<file path="src/rtl/dram_init_pkg.sv">
package dram_init_pkg;

  typedef enum logic [2:0] {
    ST_WAIT  = 3'd0,
    ST_IDLE  = 3'd1,
    ST_DUMMY = 3'd2,
    ST_VALID = 3'd3,
    ST_TRC   = 3'd4,
    ST_READY = 3'd5
  } init_state_e;

  typedef struct packed {
    logic cs_n;
    logic we_n;
    logic ref_n;
  } dram_cmd_t;

  localparam dram_cmd_t CMD_DESEL = '{cs_n: 1'b1, we_n: 1'b1, ref_n: 1'b1};
  localparam dram_cmd_t CMD_NOP   = '{cs_n: 1'b0, we_n: 1'b1, ref_n: 1'b1};
  localparam dram_cmd_t CMD_MRS   = '{cs_n: 1'b0, we_n: 1'b0, ref_n: 1'b0};

endpackage

</file>
<file path="src/rtl/dram_init_rst_sync.sv">
module dram_init_rst_sync #(
  parameter int STAGES = 2
) (
  input  logic clk,
  input  logic rst_n,
  output logic rst_n_sync
);

  logic [STAGES-1:0] sync_q;

  always_ff @(posedge clk or negedge rst_n) begin
    if (!rst_n) begin
      sync_q <= '0;
    end else begin
      sync_q <= {sync_q[STAGES-2:0], 1'b1};
    end
  end

  assign rst_n_sync = sync_q[STAGES-1];

endmodule

</file>
<file path="src/rtl/dram_init_timer.sv">
module dram_init_timer #(
  parameter int CNT_W = 8
) (
  input  logic             clk,
  input  logic             rst_n,
  input  logic             load,
  input  logic [CNT_W-1:0] load_val,
  input  logic             en,
  output logic             zero
);

  logic [CNT_W-1:0] cnt_q;
  logic [CNT_W-1:0] cnt_d;

  always_comb begin
    cnt_d = cnt_q;
    if (load) begin
      cnt_d = load_val;
    end else if (en && (cnt_q != '0)) begin
      cnt_d = cnt_q - 1'b1;
    end
  end

  always_ff @(posedge clk or negedge rst_n) begin
    if (!rst_n) begin
      cnt_q <= '0;
    end else begin
      cnt_q <= cnt_d;
    end
  end

  assign zero = (cnt_q == '0);

endmodule

</file>
<file path="src/rtl/dram_init_fsm.sv">
module dram_init_fsm
  import dram_init_pkg::*;
#(
  parameter int ADDR_W    = 14,
  parameter int CNT_W     = 16,
  parameter int IDLE_CYC  = 40000,
  parameter int NUM_DUMMY = 2,
  parameter int MRSC_CYC  = 6
) (
  input  logic              clk,
  input  logic              rst_n,
  input  logic              pwr_good,
  input  logic [ADDR_W-1:0] mode_val,
  input  logic              tmr_zero,
  output logic              tmr_load,
  output logic [CNT_W-1:0]  tmr_val,
  output logic              tmr_en,
  output init_state_e       state_d,
  output logic [ADDR_W-1:0] mode_q
);

  localparam logic [CNT_W-1:0] IDLE_LD  = CNT_W'(IDLE_CYC - 1);
  localparam logic [CNT_W-1:0] DUMMY_LD = CNT_W'(NUM_DUMMY - 1);
  localparam logic [CNT_W-1:0] MRSC_LD  = CNT_W'(MRSC_CYC - 1);

  init_state_e state_q;
  logic        mode_cap;

  always_comb begin
    state_d  = state_q;
    tmr_load = 1'b0;
    tmr_val  = '0;
    tmr_en   = 1'b0;
    mode_cap = 1'b0;
    unique case (state_q)
      ST_WAIT: begin
        if (pwr_good) begin
          state_d  = ST_IDLE;
          tmr_load = 1'b1;
          tmr_val  = IDLE_LD;
          mode_cap = 1'b1;
        end
      end
      ST_IDLE: begin
        tmr_en = 1'b1;
        if (tmr_zero) begin
          state_d  = ST_DUMMY;
          tmr_load = 1'b1;
          tmr_val  = DUMMY_LD;
        end
      end
      ST_DUMMY: begin
        tmr_en = 1'b1;
        if (tmr_zero) begin
          state_d = ST_VALID;
        end
      end
      ST_VALID: begin
        state_d  = ST_TRC;
        tmr_load = 1'b1;
        tmr_val  = MRSC_LD;
      end
      ST_TRC: begin
        tmr_en = 1'b1;
        if (tmr_zero) begin
          state_d = ST_READY;
        end
      end
      ST_READY: state_d = ST_READY;
      default:  state_d = ST_WAIT;
    endcase
    if (!pwr_good) begin
      state_d  = ST_WAIT;
      tmr_load = 1'b0;
      mode_cap = 1'b0;
    end
  end

  always_ff @(posedge clk or negedge rst_n) begin
    if (!rst_n) begin
      state_q <= ST_WAIT;
    end else begin
      state_q <= state_d;
    end
  end

  always_ff @(posedge clk or negedge rst_n) begin
    if (!rst_n) begin
      mode_q <= '0;
    end else if (mode_cap) begin
      mode_q <= mode_val;
    end
  end

endmodule

</file>
<file path="src/rtl/dram_init_out.sv">
module dram_init_out
  import dram_init_pkg::*;
#(
  parameter int ADDR_W = 14
) (
  input  logic              clk,
  input  logic              rst_n,
  input  init_state_e       state_d,
  input  logic [ADDR_W-1:0] mode_q,
  output dram_cmd_t         cmd_q,
  output logic [ADDR_W-1:0] addr_q,
  output logic              done_q
);

  dram_cmd_t         cmd_d;
  logic [ADDR_W-1:0] addr_d;
  logic              done_d;

  always_comb begin
    cmd_d  = CMD_DESEL;
    addr_d = '0;
    done_d = 1'b0;
    unique case (state_d)
      ST_IDLE, ST_TRC: cmd_d = CMD_NOP;
      ST_DUMMY:        cmd_d = CMD_MRS;
      ST_VALID: begin
        cmd_d  = CMD_MRS;
        addr_d = mode_q;
      end
      ST_READY:        done_d = 1'b1;
      default:         cmd_d = CMD_DESEL;
    endcase
  end

  always_ff @(posedge clk or negedge rst_n) begin
    if (!rst_n) begin
      cmd_q  <= CMD_DESEL;
      addr_q <= '0;
      done_q <= 1'b0;
    end else begin
      cmd_q  <= cmd_d;
      addr_q <= addr_d;
      done_q <= done_d;
    end
  end

endmodule

</file>
<file path="src/rtl/dram_init_seq.sv">
module dram_init_seq
  import dram_init_pkg::*;
#(
  parameter int ADDR_W       = 14,
  parameter int CLK_FREQ_MHZ = 200,
  parameter int IDLE_US      = 200,
  parameter int NUM_DUMMY    = 2,
  parameter int MRSC_CYCLES  = 6
) (
  input  logic              clk,
  input  logic              rst_n,
  input  logic              pwr_good,
  input  logic [ADDR_W-1:0] mode_val,
  output logic              cs_n,
  output logic              we_n,
  output logic              ref_n,
  output logic [ADDR_W-1:0] addr,
  output logic              init_done
);

  localparam int IDLE_CYC = CLK_FREQ_MHZ * IDLE_US;
  localparam int MAX_LD   = (IDLE_CYC > MRSC_CYCLES) ?
                            ((IDLE_CYC > NUM_DUMMY) ? IDLE_CYC : NUM_DUMMY) :
                            ((MRSC_CYCLES > NUM_DUMMY) ? MRSC_CYCLES : NUM_DUMMY);
  localparam int CNT_W    = $clog2(MAX_LD + 1);

  generate
    if (NUM_DUMMY < 2) begin : g_bad_dummy
      $error("dram_init_seq: NUM_DUMMY must be 2 or more");
    end
    if (MRSC_CYCLES < 1) begin : g_bad_mrsc
      $error("dram_init_seq: MRSC_CYCLES must be 1 or more");
    end
  endgenerate

  logic              rst_ns;
  logic              tmr_load;
  logic              tmr_en;
  logic              tmr_zero;
  logic [CNT_W-1:0]  tmr_val;
  init_state_e       state_d;
  logic [ADDR_W-1:0] mode_q;
  dram_cmd_t         cmd_q;

  dram_init_rst_sync #(.STAGES(2)) u_rst (
    .clk        (clk),
    .rst_n      (rst_n),
    .rst_n_sync (rst_ns)
  );

  dram_init_timer #(.CNT_W(CNT_W)) u_tmr (
    .clk      (clk),
    .rst_n    (rst_ns),
    .load     (tmr_load),
    .load_val (tmr_val),
    .en       (tmr_en),
    .zero     (tmr_zero)
  );

  dram_init_fsm #(
    .ADDR_W    (ADDR_W),
    .CNT_W     (CNT_W),
    .IDLE_CYC  (IDLE_CYC),
    .NUM_DUMMY (NUM_DUMMY),
    .MRSC_CYC  (MRSC_CYCLES)
  ) u_fsm (
    .clk      (clk),
    .rst_n    (rst_ns),
    .pwr_good (pwr_good),
    .mode_val (mode_val),
    .tmr_zero (tmr_zero),
    .tmr_load (tmr_load),
    .tmr_val  (tmr_val),
    .tmr_en   (tmr_en),
    .state_d  (state_d),
    .mode_q   (mode_q)
  );

  dram_init_out #(.ADDR_W(ADDR_W)) u_out (
    .clk     (clk),
    .rst_n   (rst_ns),
    .state_d (state_d),
    .mode_q  (mode_q),
    .cmd_q   (cmd_q),
    .addr_q  (addr),
    .done_q  (init_done)
  );

  assign cs_n  = cmd_q.cs_n;
  assign we_n  = cmd_q.we_n;
  assign ref_n = cmd_q.ref_n;

endmodule

</file>
<file path="config.mk">
export PLATFORM = sky130hd
export DESIGN_NAME = dram_init_seq
export DESIGN_NICKNAME = d
export VERILOG_FILES = /design/src/rtl/dram_init_pkg.sv /design/src/rtl/dram_init_rst_sync.sv /design/src/rtl/dram_init_timer.sv /design/src/rtl/dram_init_fsm.sv /design/src/rtl/dram_init_out.sv /design/src/rtl/dram_init_seq.sv
export SDC_FILE = /design/constraint.sdc
export NUM_CORES = 1
export LEC_CHECK = 0
export BUFFER_PORTS_ARGS = -buffer_cell sky130_fd_sc_hd__buf_2
export CAP_MARGIN = 30
export CORE_MARGIN = 8
export CORE_UTILIZATION = 50
export DETAILED_ROUTE_END_ITERATION = 7
export PLACE_DENSITY = 0.79
export RECOVER_POWER = 100
export SLEW_MARGIN = 20
export SYNTH_ARGS = -nofsm -noshare
export SYNTH_HDL_FRONTEND = slang
export SYNTH_SLANG_ARGS = --single-unit
</file>
<file path="constraint.sdc">
create_clock -name clk -period 1.54 [get_ports clk]
set_input_delay 0.308 -clock clk [delete_from_list [all_inputs] [get_ports clk]]
set_output_delay 0.308 -clock clk [all_outputs]
set_load 0.01 [all_outputs]
</file>
After elaboration in Yosys (flattened, before gate mapping)
Cells that the tools add are included.

cells by class
  add/sub/neg operators = 1
  equal/unequal tests = 10
  multiplexer cells = 19
  reduce and logical (&&, ||, !) cells = 9

operators by type and width
  operator                                                              count
  16-bit 2-to-1 mux                                                     3
  16-bit case mux with 3 select lines                                   1
  3-bit case mux with 6 select lines                                    1
  16-bit zero test                                                      1
  16-bit nonzero test                                                   1
  16-bit by 1-bit subtractor with 16-bit output, second input constant  1
  14-bit 2-to-1 mux                                                     1
  3-bit by 2-bit == test with 1-bit output, second input constant       4
  3-bit == test, second input constant                                  4
  3-bit 2-to-1 mux                                                      4
  1-bit 2-to-1 mux                                                      7
  3-bit by 1-bit == test with 1-bit output, second input constant       2
  3-bit case mux with 2 select lines                                    1
  2-bit OR reduction                                                    3
  3-bit zero test                                                       1
  3-bit OR reduction                                                    1
  1-bit case mux with 2 select lines                                    1
  2-bit nonzero test                                                    1
  1-bit logical AND                                                     1

word-level totals
  register bits = 53

Depth between registers and ports, before layout
Gate-level depths: netlist of run 1.

  depth in word-level cells = 7
  depth in mapped cells = 8

By module
Synthesis of run 1 repeated with hierarchy kept, for this count alone.

unflattened totals
  cell total of the unflattened synthesis = 240
  area total of the unflattened synthesis = 2,576.2 um2

modules (own cells, without submodules)
  module              times used  cells an instance  area each (um2)
  dram_init_timer     1           124                1,063.5
  dram_init_fsm       1           72                 875.8
  dram_init_out       1           41                 583.1
  dram_init_rst_sync  1           3                  53.8

Worst setup path after synthesis of run 1
No wires, ideal clock.

  kind = register to register
  start = register u_tmr.cnt_q[0]
  end = register u_tmr.cnt_q[3]
  data arrival time = 1.912 ns
  data required time = 1.392 ns
  setup slack = -0.520 ns
  stages on the path, launching flop included = 9
  path buffers = 1
  path through = dfrtp_1 inv_1 ha_1 or3b_2 nor2_1 nand2_2 a21oi_4 buf_4 o221ai_1

on the way
  cells in the longest elaborated chain, start to end = 5
  elaborated cells on any way between the ends = 10

ends and longest elaborated chain
  element                                                                                RTL line               text
  from (decl)                                                                            dram_init_timer.sv:12  logic [CNT_W-1:0] cnt_q;
  from (signal assigned)                                                                 dram_init_timer.sv:28  cnt_q <= cnt_d;
  branches (longest 5 deep; another with 16-bit by 1-bit subtractor with 16-bit output)  -

Several ways; the timed one is not identified. The select of a mux whose other input is x is not followed.
A chain may end at the register's enable or synchronous reset.

Worst setup path in the final report of run 1
  start = register u_tmr.cnt_q[14]
  end = register u_tmr.cnt_q[11]

on the way
  cells in the longest elaborated chain, start to end = 5
  elaborated cells on any way between the ends = 8

ends and longest elaborated chain
  element                                                  RTL line               text
  16-bit zero test                                         dram_init_timer.sv:32  assign zero = (cnt_q == '0);
  1-bit 2-to-1 mux                                         dram_init_fsm.sv:46    if (tmr_zero) begin
  1-bit case mux with 2 select lines                       dram_init_fsm.sv:35    unique case (state_q)
  1-bit 2-to-1 mux                                         dram_init_fsm.sv:72    if (!pwr_good) begin
  16-bit 2-to-1 mux or 2-bit nonzero test (tied branches)  -

Parallel ways exist; a longest one is shown, timed or not.

==> summary.md, run 1 <==
| Metric | Value |
|---|---|
| Core Region | 4380 sq um |
| Post-synthesis cell count | between 200 and 250 |
| Seq/Total Area, Yosys | 0.566 |
| Pre-CTS setup slack | -382 ps |
| Die width | 83.9 um |
| Worst min path class | input pin to flop |
| Die Area | between 7000 and 8000 sq um |
| First-pass GRT wire length | 10.2 mm |
| Via-to-Cell Ratio | 5.44 |
| Remaining DRCs | 0 |
| Mapped Area | 2300 sq um |
| Total Power | 0.00295 W |
| Placed cell area | ~3000 sq um |
| Pleak | between 1.5 and 2 nW |
| Max_slew headroom | 0.203 |
| DRT Wirelength | 6.43 mm |
| Worst-Margin Slew | 1200 ps |
| Initial antenna violation count | 0 |
| Initial DRC count | 159 |
| Most frequent cells in the layout | buf_4, dfrtp_1, nand2_1 |
| Post-route ant nets | 0 |
| H-tree lvl count | 2 |
| Fmax | 0.508 GHz |
| GP Congestion | around 0.89 |
| Period minus WS final | 1970 ps |
| Die Height | 83.9 um |
| Crit-path cells | or4_4 > buf_6 > nor4_4 > buf_4 > nor4_2 > xnor2_1 > o21ai_1 |
| Number of cells on the critical path | 7 |
| DR pass1 iterations | 4 |
| Number of port buffers | 34 |
| Clock tree buffer depth | 2 |
| Final setup TNS | -10930 ps |
| Vias in the first global route | 2017 |
| CP Launch Type | flop |
| Starting Density | 0.526 |
| DR vias | just over 2000 |
| Mean Syn Cell Area | 10.3 sq um |
| Pwr per Cell Area | 905 nW/um^2 |
| Failing checks | setup timing |
| CTS tree | yes |
| Worst hold stages | 3 |
| CP Max Fanout | 2 |
| Synth Warn # | 0 |
| R2r worst-path depth | 7 |
| Final Hold Fails | 0 |
| Synthesized net count | 242 |
| Dpl hpwl | 3.84 mm |
| Peak VDD IR | 0.661 mV |
| Setup ws final | -429 ps |
| Slowest stage delay, CP | 570 ps |
| Setup violators final | 36 |
| Row count | 24 |
| CP arrival | 2170 ps |
| Slew Viols, Final | 0 |
| Clk_lat worst skew | 310 ps |
| Fillers | between 300 and 400 |
| Overall Global Routing Usage | 0.176 |
| Remaining Overflow, GRT | 0 |
| Clock Root Buffer | clkbuf_8 |
| Post-synth cell types | 48 |
| Inserted Clock Buffers | 5 |
| Buf+Inv Stages, Crit Path | 2 |
| Synthesis-to-layout area growth | 41.6% |
| IO Count | 35 |
| Net count, final | 339 |
| RSZ-0062 raised after global routing | yes |
| Final Cycle Share | 1.28 |
| CP required | 1740 ps |
| Setup CP Type | flop to flop |
| CP max stage cell | or4_4 |
| Clock sinks | 52 |
| Max-cap violation count | 0 |
| Crit end category | flop |
| Clock Pin Slew Worst Setup and Hold Paths | roughly 100 ps |
| Pin count of the biggest net entering global routing | 51 |
| Ant. Diodes | 0 |
| Status | complete, but fails checks |
| Routed len/inst | 17.2 um |
| #FFs+latches synth | 52 |
| Share of cells above drive strength 1 | 0.379 |
| Most common cell after layout, fill and taps aside | buf_4 |
| Final instance area | between 3000 and 4000 sq um |
| CP top delay family | simple AND/OR/NAND/NOR gates |
| Fin Clk Skew | 5.03 ps |
cells in the mapped netlist (all sizes together):
cell type,number,share of area
o311a,1,0.0043
nor4,8,0.027
xor2,2,0.0076
inv,4,0.0065
a31o,1,0.0038
nand4,1,0.0027
or4,4,0.016
and2,15,0.041
nand2,49,0.081
o22ai,1,0.0027
dfstp,2,0.023
mux2i,2,0.0087
or2,2,0.0054
o211ai,2,0.0065
buf,3,0.011
clkbuf,6,0.0098
o31a,2,0.0076
o221ai,1,0.0038
a21o,2,0.0065
or3,4,0.011
nor4b,1,0.0038
dfrtp,50,0.54
conb,1,0.0016
nor2b,3,0.0081
o41ai,1,0.0038
a21boi,1,0.0033
xnor2,8,0.030
o2111ai,1,0.0038
ha,1,0.0054
nor3b,1,0.0033
a31oi,2,0.0054
nand2b,2,0.0054
o21a,1,0.0033
nand3,3,0.0065
nor2,14,0.023
o21ai,13,0.028
a21oi,2,0.0092
nor3,6,0.023
or3b,1,0.0038
power by group:
| group | internal (W) | switching (W) | total (W) | leakage [nW] |
|---|---|---|---|---|
| Combinational | 0.000310 | 0.000320 | 0.000630 | 0.838 |
| Sequential | 0.00146 | 0.0000579 | 0.00152 | 0.662 |
| Clock | 0.000323 | 0.000476 | 0.000800 | 0.0445 |
| Total | 0.00210 | 0.000854 | 0.00295 | 1.54 |
final timing paths:
path                                      start               end  slack, ps
worst min register to register  u_rst.sync_q[0]   u_rst.sync_q[1]        370
worst min-delay path               mode_val[10]  u_fsm.mode_q[10]        170
worst max-delay path            u_tmr.cnt_q[14]   u_tmr.cnt_q[11]       -430
max in group asynchronous       u_rst.sync_q[1]   u_out.addr_q[4]        230
min in group asynchronous                 rst_n   u_rst.sync_q[1]        300
worst max register to register  u_tmr.cnt_q[14]   u_tmr.cnt_q[11]       -430
per-stage QoR:
| step | hold slack (ps) | instances | util |
|---|---|---|---|
| floorplan | 12.4 | 224 | - |
| global placement | 92.1 | 354 | 0.674 |
| detailed placement | 94.9 | 354 | 0.674 |
| CTS | 175 | 371 | 0.742 |
| global route | 166 | 374 | 0.744 |
| finish | 174 | 374 | 0.744 |
layer usage:
layer  wire (um)  global-route usage  up-vias
met3         325              0.0439       17
met5           0                   0        -
met1        2490               0.205      996
li1            -                   -      952
met4         155              0.0581        0
met2        3470               0.305       69
what timing repair did:
| item | CTS | global route |
|---|---|---|
| hold buffers | 1 | 0 |
| pin swaps | 15 | 10 |
| setup endpoints to repair | 35 | 41 |
| buffers inserted | 8 | 3 |
| hold endpoints to repair | 2 | 0 |
| resized for setup | 29 | 6 |
sequential cells by signal, indices dropped and copies added (netlist names):
signal	count
u_fsm.state_q	3
u_out.cmd_q	2
u_out.addr_q	14
u_fsm.mode_q	14
u_tmr.cnt_q	16
u_rst.sync_q	2
u_out.done_q	1
worst min-delay path: stages:
cell and delay [ps]:
buf_2 70, nand2_1 40, nand2_1 40
logic make-up (layout without fill, tap and decap cells):
group / count (synthesis) / count (layout) / synth area share
flops: 52 / 52 / 0.566
buf+inv: 13 / 111 / 0.0277
fa+ha+maj: 1 / 1 / 0.00543
mux: 2 / 2 / 0.00869
other cells: 1 / 1 / 0.00163
xor+xnor: 10 / 10 / 0.0380
simple gates: 114 / 114 / 0.261
compound gates: 31 / 31 / 0.0923
cell type report:
cell class | count | area (sq um) | share of cell area
sequential | 52 | 1310 | 0.400
multi-input combinational | 159 | 1090 | 0.336
timing repair buffer | 99 | 693 | 0.212
clock buffer | 5 | 68.8 | 0.0211
tap | 52 | 65.1 | 0.0199
clock inverter | 3 | 21.3 | 0.00652
inverter | 4 | 15.0 | 0.00460
No activity file was read; power rests on OpenSTA's default activity.
==> inputs of run 2 (changes only) <==
--- a/config.mk
+++ b/config.mk
@@ -7,9 +7,11 @@
 export LEC_CHECK = 0
 export BUFFER_PORTS_ARGS = -buffer_cell sky130_fd_sc_hd__buf_2
 export CAP_MARGIN = 30
+export CORE_ASPECT_RATIO = 0.5
 export CORE_MARGIN = 8
 export CORE_UTILIZATION = 50
 export DETAILED_ROUTE_END_ITERATION = 7
+export HOLD_SLACK_MARGIN = 0.12
 export PLACE_DENSITY = 0.79
 export RECOVER_POWER = 100
 export SLEW_MARGIN = 20
==> summary.md, run 2 (synthesis results as in run 1) <==
| Metric | Value |
|---|---|
| R2r worst-path depth | 6 |
| Final Hold Fails | 0 |
| Overall Global Routing Usage | 0.167 |
| Slew Viols, Final | 0 |
| DR vias | approximately 2000 |
| Worst hold stages | 3 |
| Setup CP Type | flop to flop |
| Setup violators final | 33 |
| Ant. Diodes | 0 |
| Inserted Clock Buffers | 5 |
| Remaining Overflow, GRT | 0 |
| Worst-Margin Slew | 908 ps |
| Initial DRC count | 92 |
| Die Height | 64.0 um |
| FF-to-FF End | u_fsm.state_q[0] |
| RSZ-0062 raised after global routing | yes |
| R2R Path Start | u_tmr.cnt_q[14] |
| Final Cycle Share | 1.30 |
| Clock tree buffer depth | 2 |
| Max reg flops | 16 |
| Dpl hpwl | ~3.9 mm |
| Hold WS | 181 ps |
| DRT Wirelength | 6.00 mm |
| Fmax | 0.500 GHz |
| Max_slew headroom | 0.395 |
| Initial antenna violation count | 0 |
| Total Power | 0.00290 W |
| Final Util | 0.723 |
| DR pass1 iterations | 4 |
| R2R Setup Slk | -460 ps |
| CTS tree | yes |
| First-pass GRT wire length | 9.75 mm |
| Die Area | 7170 sq um |
| Worst min path class | input pin to flop |
| Net count, final | 326 |
| Most common cell after layout, fill and taps aside | dfrtp_1 |
| IO Count | 35 |
| Crit end category | flop |
| Status | complete, but fails checks |
| Failing checks | setup timing |
| Max-cap violation count | 0 |
| Post-route ant nets | 0 |
| GP Congestion | 0.871 |
| CP Launch Type | flop |
| Routed len/inst | about 16 um |
| Final setup TNS | -10700 ps |
| Clock sinks | between 50 and 60 |
| Remaining DRCs | 0 |
| Period minus WS final | about 2000 ps |
| Hold Path End | u_fsm.mode_q[10] |
| Starting Density | 0.521 |
| Clock Root Buffer | clkbuf_8 |
| H-tree lvl count | 2 |
| Peak VDD IR | 0.856 mV |
| Die width | around 110 um |
| Hold Crit Start | mode_val[10] |
| Synthesis-to-layout area growth | 38.8% |
| Share of cells above drive strength 1 | 0.388 |
| Core Region | 4420 sq um |
| Pleak | 1.48 nW |
| Clk_lat worst skew | ~300 ps |
| Vias in the first global route | 2023 |
| Number of port buffers | 34 |
| Top reg by flops | u_tmr.cnt_q |
| Most frequent cells in the layout | dfrtp_1, nand2_1, buf_4 |
| Pin count of the biggest net entering global routing | 31 |
| Final instance area | roughly 3200 sq um |
| CP Max Fanout | 3 |
| CP required | ~1800 ps |
| CP arrival | 2240 ps |
| Setup ws final | -459 ps |
| Placed cell area | ~2900 sq um |
| Pwr per Cell Area | 907 nW/um^2 |
| Row count | 17 |
| Fin Clk Skew | 7.51 ps |
| Via-to-Cell Ratio | 5.35 |
| Clock Pin Slew Worst Setup and Hold Paths | about 100 ps |
| Crit path from | u_tmr.cnt_q[14] |
| Regs by FF count | u_tmr.cnt_q x16, u_fsm.mode_q x14, u_out.addr_q x14 |
[run 2: repair_timing]
action / CTS / global route
gates resized for setup: 33 / 15
endpoints found under the setup margin: 35 / 49
pin swaps: 25 / 7
buffers inserted: 5 / 1
hold buffers: 1 / 0
endpoints found under the hold margin: 2 / 0
[run 2: area by class of cell]
| cell class | instances | area [sq um] |
|---|---|---|
| Clock inverter | 3 | 22.5 |
| Multi-Input combinational cell | 159 | 1130 |
| Clock buffer | 5 | 68.8 |
| Inverter | 4 | 17.5 |
| Fill cell | 303 | 1220 |
| Sequential cell | 52 | 1310 |
| Tap cell | 57 | 71.3 |
| Timing Repair Buffer | 86 | 581 |
[run 2: stage by stage]
step	setup slack, ps	instances
final	-459	366
after global routing	-527	366
after CTS	-352	365
after detailed placement	-456	352
after global placement	-361	352
after floorplan	-367	224
[run 2: worst max-delay path: stages (launching register included)]
cell     delay, ps
dfrtp_1        420
or4_4          590
nor3_4         250
buf_4          160
nand3_1         90
mux2i_1        220
o311a_1        210
[run 2: worst max path at each step]
stage / end / slack (ps)
after floorplan: u_tmr.cnt_q[3] / -370
after global placement: u_tmr.cnt_q[11] / -360
after detailed placement: u_tmr.cnt_q[11] / -460
after CTS: u_tmr.cnt_q[13] / -350
after global routing: u_fsm.state_q[0] / -530
final: u_fsm.state_q[0] / -460
[run 2: where the power goes]
group / total, W / internal (W) / switching [W]
Combinational: 0.000563 / 0.000279 / 0.000283
Sequential: 0.00154 / 0.00146 / 0.0000789
Clock: 0.000797 / 0.000327 / 0.000470
Total: 0.00290 / 0.00207 / 0.000832
[run 2: per-layer routing]
metal | up-vias | track usage | share of wire
li1 | 930 | - | -
met2 | 49 | 0.311 | 0.53
met1 | 961 | 0.188 | 0.41
met4 | 0 | 0.0632 | 0.025
met5 | - | 0 | 0
met3 | 18 | 0.0346 | 0.032
